`src/rtl/evt_timer_pkg.sv`:
```
package evt_timer_pkg;

    localparam int BUS_W   = 32;
    localparam int ADDR_W  = 12;
    localparam int ROUTE_W = 5;
    localparam int NUM_CH  = 1;

    localparam logic [ADDR_W-1:0] OFS_CAP_LO  = 12'h000;
    localparam logic [ADDR_W-1:0] OFS_CAP_HI  = 12'h004;
    localparam logic [ADDR_W-1:0] OFS_GCFG    = 12'h010;
    localparam logic [ADDR_W-1:0] OFS_STAT    = 12'h020;
    localparam logic [ADDR_W-1:0] OFS_CNT_LO  = 12'h0F0;
    localparam logic [ADDR_W-1:0] OFS_CNT_HI  = 12'h0F4;
    localparam logic [ADDR_W-1:0] OFS_CCFG    = 12'h100;
    localparam logic [ADDR_W-1:0] OFS_CMP_LO  = 12'h108;
    localparam logic [ADDR_W-1:0] OFS_CMP_HI  = 12'h10C;

    // channel configuration bit positions
    localparam int CB_LEVEL   = 1;
    localparam int CB_IE      = 2;
    localparam int CB_PER     = 3;
    localparam int CB_PERCAP  = 4;
    localparam int CB_WIDECAP = 5;
    localparam int CB_VSET    = 6;
    localparam int CB_M32     = 8;
    localparam int CB_ROUTE   = 9;

    // capability low word positions
    localparam int CAP_NCH_LSB = 8;
    localparam int CAP_WIDE    = 13;

    typedef struct packed {
        logic               level;
        logic               ie;
        logic               periodic;
        logic               vset;
        logic               m32;
        logic [ROUTE_W-1:0] route;
    } chan_cfg_t;

    typedef struct packed {
        logic run;
        logic legacy;
    } gen_cfg_t;

endpackage

```
`src/rtl/evt_counter.sv`:
```
module evt_counter #(
    parameter int HALF_W = 32
) (
    input  logic                clk,
    input  logic                rst_n,
    input  logic                run_i,
    input  logic                wr_lo_i,
    input  logic                wr_hi_i,
    input  logic [HALF_W-1:0]   wdata_i,
    output logic [2*HALF_W-1:0] cnt_o
);
    localparam int W = 2 * HALF_W;

    logic [W-1:0] cnt_d, cnt_q;

    always_comb begin
        cnt_d = cnt_q;
        if (run_i) begin
            cnt_d = cnt_q + W'(1);
        end else begin
            if (wr_lo_i) cnt_d[HALF_W-1:0] = wdata_i;
            if (wr_hi_i) cnt_d[W-1:HALF_W] = wdata_i;
        end
    end

    always_ff @(posedge clk or negedge rst_n) begin
        if (!rst_n) cnt_q <= '0;
        else        cnt_q <= cnt_d;
    end

    assign cnt_o = cnt_q;

    AST_CNT_ADVANCE: assert property (@(posedge clk) disable iff (!rst_n) run_i |=> cnt_q == $past(cnt_q) + W'(1));
    AST_CNT_HOLD: assert property (@(posedge clk) disable iff (!rst_n) (!run_i && !wr_lo_i && !wr_hi_i) |=> $stable(cnt_q));

endmodule

```
`src/rtl/evt_channel.sv`:
```
module evt_channel
    import evt_timer_pkg::*;
#(
    parameter int HALF_W = 32
) (
    input  logic                clk,
    input  logic                rst_n,
    input  logic                run_i,
    input  logic [2*HALF_W-1:0] cnt_i,
    input  logic                cfg_wr_i,
    input  logic                cmp_wr_lo_i,
    input  logic                cmp_wr_hi_i,
    input  logic [HALF_W-1:0]   wdata_i,
    output chan_cfg_t           cfg_o,
    output logic [2*HALF_W-1:0] cmp_o,
    output logic                match_o
);
    localparam int W = 2 * HALF_W;

    typedef struct packed {
        chan_cfg_t    cfg;
        logic [W-1:0] cmp;
        logic [W-1:0] step;
        logic         armed;
    } chan_state_t;

    chan_state_t st_d, st_q;
    logic        hit;
    logic        load_cmp;

    always_comb begin
        if (st_q.cfg.periodic) hit = run_i && (cnt_i == st_q.cmp);
        else                   hit = run_i && st_q.armed && (cnt_i >= st_q.cmp);

        // comparator value is loaded in one-shot mode, or in periodic mode when value-set is armed
        load_cmp = !st_q.cfg.periodic || st_q.cfg.vset;

        st_d = st_q;

        if (hit) begin
            if (st_q.cfg.periodic) st_d.cmp   = st_q.cmp + st_q.step;
            else                   st_d.armed = 1'b0;
        end

        if (cfg_wr_i) begin
            st_d.cfg.level    = wdata_i[CB_LEVEL];
            st_d.cfg.ie       = wdata_i[CB_IE];
            st_d.cfg.periodic = wdata_i[CB_PER];
            st_d.cfg.vset     = wdata_i[CB_VSET];
            st_d.cfg.m32      = wdata_i[CB_M32];
            st_d.cfg.route    = wdata_i[CB_ROUTE +: ROUTE_W];
        end

        if (cmp_wr_lo_i) begin
            st_d.armed = 1'b1;
            if (load_cmp) begin
                st_d.cmp[HALF_W-1:0] = wdata_i;
                if (st_q.cfg.m32) st_d.cmp[W-1:HALF_W] = '0;
            end
            if (st_q.cfg.periodic) begin
                st_d.step[HALF_W-1:0] = wdata_i;
                if (st_q.cfg.m32) begin
                    st_d.step[W-1:HALF_W] = '0;
                    st_d.cfg.vset         = 1'b0;
                end
            end
        end

        if (cmp_wr_hi_i && !st_q.cfg.m32) begin
            st_d.armed = 1'b1;
            if (load_cmp) st_d.cmp[W-1:HALF_W] = wdata_i;
            if (st_q.cfg.periodic) begin
                st_d.step[W-1:HALF_W] = wdata_i;
                st_d.cfg.vset         = 1'b0;
            end
        end
    end

    always_ff @(posedge clk or negedge rst_n) begin
        if (!rst_n) begin
            st_q.cfg   <= '0;
            st_q.cmp   <= '1;
            st_q.step  <= '0;
            st_q.armed <= 1'b1;
        end else begin
            st_q <= st_d;
        end
    end

    assign cfg_o   = st_q.cfg;
    assign cmp_o   = st_q.cmp;
    assign match_o = hit;

    AST_ONESHOT_ONCE: assert property (@(posedge clk) disable iff (!rst_n) (!st_q.cfg.periodic && match_o && !cmp_wr_lo_i && !cmp_wr_hi_i && !cfg_wr_i) |=> !match_o);
    AST_VSET_CLEAR: assert property (@(posedge clk) disable iff (!rst_n) (st_q.cfg.periodic && st_q.cfg.vset && cmp_wr_hi_i && !st_q.cfg.m32) |=> !cfg_o.vset);
    AST_STEP_ADVANCE: assert property (@(posedge clk) disable iff (!rst_n) (st_q.cfg.periodic && match_o && st_q.step != '0 && !cmp_wr_lo_i && !cmp_wr_hi_i && !cfg_wr_i) |=> cmp_o != $past(cmp_o));
    AST_NOVSET_KEEP: assert property (@(posedge clk) disable iff (!rst_n) (st_q.cfg.periodic && !st_q.cfg.vset && cmp_wr_lo_i && !match_o) |=> $stable(cmp_o));
    AST_M32_UPPER: assert property (@(posedge clk) disable iff (!rst_n) (st_q.cfg.m32 && cmp_wr_lo_i && load_cmp) |=> cmp_o[W-1:HALF_W] == '0);

endmodule

```
`src/rtl/evt_irq.sv`:
```
module evt_irq (
    input  logic clk,
    input  logic rst_n,
    input  logic run_i,
    input  logic match_i,
    input  logic level_i,
    input  logic ie_i,
    input  logic clr_i,
    output logic status_o,
    output logic irq_o
);
    typedef struct packed {
        logic status;
        logic pulse;
    } irq_state_t;

    irq_state_t st_d, st_q;

    always_comb begin
        st_d       = st_q;
        st_d.pulse = match_i;
        if (clr_i && level_i)   st_d.status = 1'b0;
        if (match_i && level_i) st_d.status = 1'b1;
    end

    always_ff @(posedge clk or negedge rst_n) begin
        if (!rst_n) st_q <= '0;
        else        st_q <= st_d;
    end

    assign status_o = st_q.status;
    assign irq_o    = run_i && ie_i && (level_i ? st_q.status : st_q.pulse);

    AST_LEVEL_HOLD: assert property (@(posedge clk) disable iff (!rst_n) (status_o && !(clr_i && level_i)) |=> status_o);
    AST_EDGE_NO_STATUS: assert property (@(posedge clk) disable iff (!rst_n) (!level_i && !status_o) |=> !status_o);

endmodule

```
`src/rtl/evt_timer.sv`:
```
module evt_timer
    import evt_timer_pkg::*;
#(
    parameter logic [BUS_W-1:0]   PERIOD_FS    = 32'd8000000,
    parameter logic [ROUTE_W-1:0] LEGACY_ROUTE = 5'd2
) (
    input  logic               clk,
    input  logic               rst_n,
    input  logic               bus_wr_i,
    input  logic [ADDR_W-1:0]  bus_addr_i,
    input  logic [BUS_W-1:0]   bus_wdata_i,
    output logic [BUS_W-1:0]   bus_rdata_o,
    output logic               irq_o,
    output logic [ROUTE_W-1:0] irq_route_o
);
    localparam int CNT_W = 2 * BUS_W;
    localparam logic [4:0] NCH_M1 = 5'(NUM_CH - 1);

    gen_cfg_t         gcfg_d, gcfg_q;
    logic [CNT_W-1:0] cnt;
    logic [CNT_W-1:0] cmp;
    chan_cfg_t        ccfg;
    logic             match;
    logic             status;

    logic wr_gcfg, wr_stat, wr_cnt_lo, wr_cnt_hi, wr_ccfg, wr_cmp_lo, wr_cmp_hi;

    always_comb begin
        wr_gcfg   = bus_wr_i && (bus_addr_i == OFS_GCFG);
        wr_stat   = bus_wr_i && (bus_addr_i == OFS_STAT);
        wr_cnt_lo = bus_wr_i && (bus_addr_i == OFS_CNT_LO);
        wr_cnt_hi = bus_wr_i && (bus_addr_i == OFS_CNT_HI);
        wr_ccfg   = bus_wr_i && (bus_addr_i == OFS_CCFG);
        wr_cmp_lo = bus_wr_i && (bus_addr_i == OFS_CMP_LO);
        wr_cmp_hi = bus_wr_i && (bus_addr_i == OFS_CMP_HI);
    end

    always_comb begin
        gcfg_d = gcfg_q;
        if (wr_gcfg) begin
            gcfg_d.run    = bus_wdata_i[0];
            gcfg_d.legacy = bus_wdata_i[1];
        end
    end

    always_ff @(posedge clk or negedge rst_n) begin
        if (!rst_n) gcfg_q <= '0;
        else        gcfg_q <= gcfg_d;
    end

    evt_counter #(.HALF_W(BUS_W)) u_cnt (
        .clk     (clk),
        .rst_n   (rst_n),
        .run_i   (gcfg_q.run),
        .wr_lo_i (wr_cnt_lo),
        .wr_hi_i (wr_cnt_hi),
        .wdata_i (bus_wdata_i),
        .cnt_o   (cnt)
    );

    evt_channel #(.HALF_W(BUS_W)) u_chan (
        .clk         (clk),
        .rst_n       (rst_n),
        .run_i       (gcfg_q.run),
        .cnt_i       (cnt),
        .cfg_wr_i    (wr_ccfg),
        .cmp_wr_lo_i (wr_cmp_lo),
        .cmp_wr_hi_i (wr_cmp_hi),
        .wdata_i     (bus_wdata_i),
        .cfg_o       (ccfg),
        .cmp_o       (cmp),
        .match_o     (match)
    );

    evt_irq u_irq (
        .clk      (clk),
        .rst_n    (rst_n),
        .run_i    (gcfg_q.run),
        .match_i  (match),
        .level_i  (ccfg.level),
        .ie_i     (ccfg.ie),
        .clr_i    (wr_stat && bus_wdata_i[0]),
        .status_o (status),
        .irq_o    (irq_o)
    );

    logic [BUS_W-1:0] cap_lo_word;
    logic [BUS_W-1:0] ccfg_word;

    always_comb begin
        cap_lo_word                       = '0;
        cap_lo_word[CAP_NCH_LSB +: 5]     = NCH_M1;
        cap_lo_word[CAP_WIDE]             = 1'b1;

        ccfg_word                         = '0;
        ccfg_word[CB_LEVEL]               = ccfg.level;
        ccfg_word[CB_IE]                  = ccfg.ie;
        ccfg_word[CB_PER]                 = ccfg.periodic;
        ccfg_word[CB_PERCAP]              = 1'b1;
        ccfg_word[CB_WIDECAP]             = 1'b1;
        ccfg_word[CB_VSET]                = ccfg.vset;
        ccfg_word[CB_M32]                 = ccfg.m32;
        ccfg_word[CB_ROUTE +: ROUTE_W]    = ccfg.route;
    end

    always_comb begin
        case (bus_addr_i)
            OFS_CAP_LO: bus_rdata_o = cap_lo_word;
            OFS_CAP_HI: bus_rdata_o = PERIOD_FS;
            OFS_GCFG:   bus_rdata_o = {{(BUS_W-2){1'b0}}, gcfg_q.legacy, gcfg_q.run};
            OFS_STAT:   bus_rdata_o = {{(BUS_W-1){1'b0}}, status};
            OFS_CNT_LO: bus_rdata_o = cnt[BUS_W-1:0];
            OFS_CNT_HI: bus_rdata_o = cnt[CNT_W-1:BUS_W];
            OFS_CCFG:   bus_rdata_o = ccfg_word;
            OFS_CMP_LO: bus_rdata_o = cmp[BUS_W-1:0];
            OFS_CMP_HI: bus_rdata_o = cmp[CNT_W-1:BUS_W];
            default:    bus_rdata_o = '0;
        endcase
    end

    assign irq_route_o = gcfg_q.legacy ? LEGACY_ROUTE : ccfg.route;

endmodule

```
`config.mk`:
```
export PLATFORM = sky130hd
export DESIGN_NAME = evt_timer
export DESIGN_NICKNAME = d
export VERILOG_FILES = /design/src/rtl/evt_timer_pkg.sv /design/src/rtl/evt_counter.sv /design/src/rtl/evt_channel.sv /design/src/rtl/evt_irq.sv /design/src/rtl/evt_timer.sv
export SDC_FILE = /design/constraint.sdc
export NUM_CORES = 1
export LEC_CHECK = 0
export ABC_AREA = 1
export BUFFER_PORTS_ARGS = -buffer_cell sky130_fd_sc_hd__clkbuf_2
export CAP_MARGIN = 20
export CORE_ASPECT_RATIO = 1.1
export CORE_MARGIN = 8
export CORE_UTILIZATION = 40
export CTS_CLUSTER_SIZE = 12
export DETAILED_ROUTE_END_ITERATION = 7
export GPL_TIMING_DRIVEN = 0
export PLACE_DENSITY_LB_ADDON = 0.08
export SETUP_SLACK_MARGIN = 0.02
export SLEW_MARGIN = 20
export SYNTH_ARGS = -nofsm -noshare
export SYNTH_HDL_FRONTEND = slang
export SYNTH_HIERARCHICAL = 1
export SYNTH_SLANG_ARGS = --single-unit
```
`constraint.sdc`:
```
create_clock -name clk -period 2.1 [get_ports clk]
set_input_delay 0.42 -clock clk [delete_from_list [all_inputs] [get_ports clk]]
set_output_delay 0.42 -clock clk [all_outputs]
set_load 0.01 [all_outputs]
```
# Word level (Yosys, flattened, before mapping)
# Index checks and enable logic that the tools add are counted.
dict set report word_totals {
  register_bits 207
  in_bits 47
}
dict set report classes {
  n_addsub 2
  magnitude_cmp 1
  eq_ne 10
  mux 29
  n_reduce_logical 26
}
# operator n
set ops {}
lappend ops {{$mux 64} 5}
lappend ops {{$pmux 32 s9} 1}
lappend ops {{$mux 32} 8}
lappend ops {{$mux 129} 1}
lappend ops {{$add 64x1->64 const B} 1}
lappend ops {{$add 64x64->64} 1}
lappend ops {{$eq 64x64->1} 1}
lappend ops {{$ge 64x64->1} 1}
lappend ops {{$eq 12x9->1 const B} 3}
lappend ops {{$eq 12x8->1 const B} 2}
lappend ops {{$logic_and 1x1->1} 16}
lappend ops {{$eq 12x3->1 const B} 1}
lappend ops {{$eq 12x5->1 const B} 1}
lappend ops {{$eq 12x6->1 const B} 1}
lappend ops {{$logic_not 12->1} 1}
lappend ops {{$mux 1} 12}
lappend ops {{$mux 7} 1}
lappend ops {{$reduce_bool 2->1} 3}
lappend ops {{$mux 5} 1}
lappend ops {{$reduce_and 2->1} 2}
lappend ops {{$ne 3x2->1 const B} 1}
lappend ops {{$reduce_bool 3->1} 1}
lappend ops {{$logic_not 1->1} 2}
lappend ops {{$logic_or 1x1->1} 1}

# Depth between registers and ports, before layout
dict set report depth {
  depth_word 9
  mapped_depth 22
}

# By module
# The synthesis kept the hierarchy.
# module n_inst cells_each area_each_um2 seq_area_each_um2
set by_module_without_submodules {}
lappend by_module_without_submodules {evt_channel 1 2343 14257.4 3559.7}
lappend by_module_without_submodules {evt_counter 1 804 4917.2 1601.5}
lappend by_module_without_submodules {evt_timer 1 355 1719.1 50.0}
lappend by_module_without_submodules {evt_irq 1 13 93.8 50.0}

# Worst setup path before layout
# Ideal clock, no wire load.
dict set report synth_path {
  path_type {input port to flip-flop}
  start {in bus_addr_i[11]}
  end {reg u_cnt.cnt_q[9] (netlist: u_cnt/cnt_o[9])}
  arrival_time_ns 2.199
  required_time_ns 1.976
  setup_slack_ns -0.223
  cell_stages 14
  path_buffers 3
  path_cell_list {nor2_2 nand2_1 nor2_2 buf_4 buf_6 nand2_1 nor2_1 inv_1 nor2_1 inv_1 buf_2 a21oi_1 a21oi_1 o21bai_1}
}
dict set report synth_via {
  elab_chain_len 3
}
# element line_no
set synth_lines {}
lappend synth_lines {{start, declared} evt_timer.sv:10} ;# input logic [ADDR_W-1:0] bus_addr_i,
lappend synth_lines {{$eq 12x8->1} evt_timer.sv:31} ;# wr_cnt_lo = bus_wr_i && (bus_addr_i == OFS_CNT_LO);
lappend synth_lines {{$logic_and 1x1->1} evt_timer.sv:31}
lappend synth_lines {{via wr_cnt_lo} evt_timer.sv:26} ;# logic wr_gcfg, wr_stat, wr_cnt_lo, wr_cnt_hi, wr_ccfg, wr_cmp_lo, wr_cmp_hi;
lappend synth_lines {{$reduce_bool 2->1 (no line)} -}
lappend synth_lines {{end signal, assigned} evt_counter.sv:28} ;# else cnt_q <= cnt_d;
lappend synth_lines {{end, declared} evt_counter.sv:14} ;# logic [W-1:0] cnt_d, cnt_q;
# The timed path passes the listed nets, and every way through them passes these cells.
# A chain may end at the register's enable or synchronous reset.

==> impl_metrics.tcl <==
set metrics [dict create \
    status "finished, violations left" \
    violations "setup timing" \
    drv_slew 0 \
    worst_slack_ps -431 \
    initial_utilization 0.402 \
    period_needed_ps 2530 \
    grt_pass1_vias 23800 \
    via_per_inst 5.51 \
    max-slew-margin-rel 0.261 \
    r2r_cells 18 \
    max_freq_mhz 395 \
    p_per_area_nw_per_um2 401 \
    drc 0 \
    wirelength_mm 110 \
    r2r-start "u_chan/cmp_o[35]" \
    final.setup_skew_ps 26.7 \
    instances_no_fill 4471 \
    place_congestion 1.06 \
    synth-warning-count 6 \
    crit_path_end_kind "flop" \
    whs_ps 108 \
    dieHeight_um 256 \
    htreeDepth 1 \
    grt_overflow 0 \
    async_flop_share 1.00 \
    grt_pass1_wl_mm 155 \
    antenna_found_initial 3 \
    synth_commonest_cells "nand2_1 (1140), inv_1 (596), nand3_1 (361)" \
    hold_path.class "in -> reg" \
    die-width_um 234 \
    worst_pin_slew_ps 1110 \
    yosysMostFrequentCell "nand2_1" \
    cts_tree "built" \
    diodes 0 \
    io_buffers 84 \
    postSynthAreaPerCell_um2 5.97 \
    dp_cells 4276 \
    core_area_um2 52200 \
    timing.rr.end "u_chan/cmp_o[59]" \
    drtIter0Drc 2323 \
    period_share 1.21 \
    ios 85 \
    cp.arrival_ps 3040 \
    drive_above_1_share 0.326 \
    drtPass1Iterations 6 \
    dp_hpwl_mm 86.8 \
    start_kind "flop" \
    path_clk_slew_ps 70 \
    grt_max_degree 86 \
    synth_top_area_share 0.204 \
    use_met2 0.592 \
    synthFlopType "dfrtp_1" \
    detail-route-antenna-nets 0 \
    synth.largest_area_cell "nand2_1" \
    cts.sinks 207 \
    netlist_area_um2 21000 \
    floorplan.die_area_um2 60100 \
    critPathMaxFanout 6 \
    track_usage 0.351 \
    critPathKind "reg -> reg" \
    met3_usage 0.0443 \
    syn_inst 3515 \
    insertion_delay_ps 590 \
    p_leak_uw 0.0148 \
    rrSetupSlack_ps -430 \
    setup.worst_path.start "u_chan/cmp_o[35]" \
    grt_busiest_layer "met2" \
    synth_cell_types 48 \
    synth_area_leaders "nand2_1 (20%), dfrtp_1 (17%), inv_1 (11%)" \
    synth_nets 3691 \
    rsz0062_at_grt "true" \
    clock-root-buffer "clkbuf_16" \
    n_fill_cell 5183 \
    hold_viol 0 \
    crit_path_end "u_chan/cmp_o[59]" \
    vias 24700 \
    met1_usage 0.414 \
    synth-edff-count 0 \
    wl_per_cell_um 24.6 \
    synth_seq_cells 207 \
    num_rows 88 \
    cts-buffers-inserted 29 \
    areaGrowthSynthToFinish_pct 37.4 \
    ys_seq_area_frac 0.251 \
    max-clock-path-buffers 3 \
    setup_viol 99 \
    max_cap_viol_count 0 \
    irDropWorstVdd_uv 578 \
    final_nets 3949 \
    required_ps 2610 \
]
## power by group
part,switching [µW],internal [µW]
registers,347,4120
logic,1210,633
clock network,2170,3070
total,3730,7820
## cells by family (layout without fill, tap and decap cells)
kind of cell    after synthesis  count (layout)  synth area share
mux                           1               1          0.000477
buf+inv                     771            1052             0.156
simple gates               1973            1973             0.394
xor+xnor                     38              38            0.0159
compound gates              396             396             0.105
flops                       207             207             0.251
fa+ha+maj                   129             129            0.0773
## worst min-delay path by stage
stage | cells past startpoint | to | slack, ps | from
2_1_floorplan | 0 | gcfg_q[0] | 120 | rst_n
3_3_place_gp | 2 | u_chan/st_q[19] | 470 | u_chan/st_q[19]
3_5_place_dp | 1 | u_cnt/cnt_o[1] | 390 | rst_n
4_1_cts | 3 | gcfg_q[0] | 90 | bus_wdata_i[1]
5_1_grt | 3 | u_chan/cmp_o[59] | 120 | bus_wdata_i[27]
6_report | 3 | gcfg_q[0] | 110 | bus_wdata_i[1]
## repair_timing
action	4_1_cts	5_1_grt
cloned	3	5
resized for setup	676	466
setup endpoints to repair	207	197
pin swaps	132	153
hold buffers	1	0
buffers inserted	92	64
hold endpoints to repair	42	0
## stage by stage
step / util / setup TNS [ps] / power (µW) / setup slack [ps] / area (µm²)
detailed placement: 0.429 / -163060 / 5940 / -1460 / 22400
global placement: 0.428 / -861000 / 5900 / -3960 / 22300
CTS: 0.515 / -20630 / 11400 / -338 / 26900
floorplan: - / 0 / 5170 / 5.64 / 21100
global route: 0.553 / -31530 / 11900 / -499 / 28800
finish: 0.553 / -25800 / 11600 / -431 / 28800
## cell usage in the layout (no fill, tap or decap), drive strengths merged, types with 14 or more instances in the layout
master / n
o21bai: 14
dfstp: 65
ha: 128
inv: 602
nand3: 364
nand4: 42
clkbuf: 132
a22oi: 21
nor2: 376
xor2: 34
buf: 297
o22ai: 35
o21ai: 145
nand2: 1152
dfrtp: 142
a21oi: 149
## flip-flops by register name (all words and copies together), names as in the netlist
signal and cells:
gcfg_q 2, u_chan/cfg_o 10, u_chan/cmp_o 64, u_chan/st_q 65, u_cnt/cnt_o 64, u_irq/st_q 1
u_irq/status_o 1
## critical path, stage by stage (launching register included)
cell       delay (ps)
dfstp_2           640
inv_2             100
ha_4              270
nand2_1            40
inv_1              60
nand3_1           110
nor2_1            110
nand2_1            90
nor2_4            120
nand2_4            80
nand3_2            70
nor2_2             50
nand2_4            90
nand2_8            90
nand2_8           150
clkbuf_16         180
nand3_2            70
nand2_1            70
nand2_1            50
## metal layers
metal  vias to the layer above  wire length, µm
li1                      11500                -
met4                         2             9280
met2                      1097            51800
met3                       338             7040
met1                     11700            41600
met5                         -               13
## area by class of cell
class,count,area (µm²),share of cell area
Clock buffer,35,758,0.0263
Sequential cell,207,5310,0.184
Inverter,603,2290,0.0793
Tap cell,675,845,0.0293
Timing Repair Buffer,243,2240,0.0776
Clock inverter,19,220,0.00764
Buffer,152,1290,0.0447
Multi-Input combinational cell,2537,15900,0.551
No activity file was read; power rests on OpenSTA's default activity.
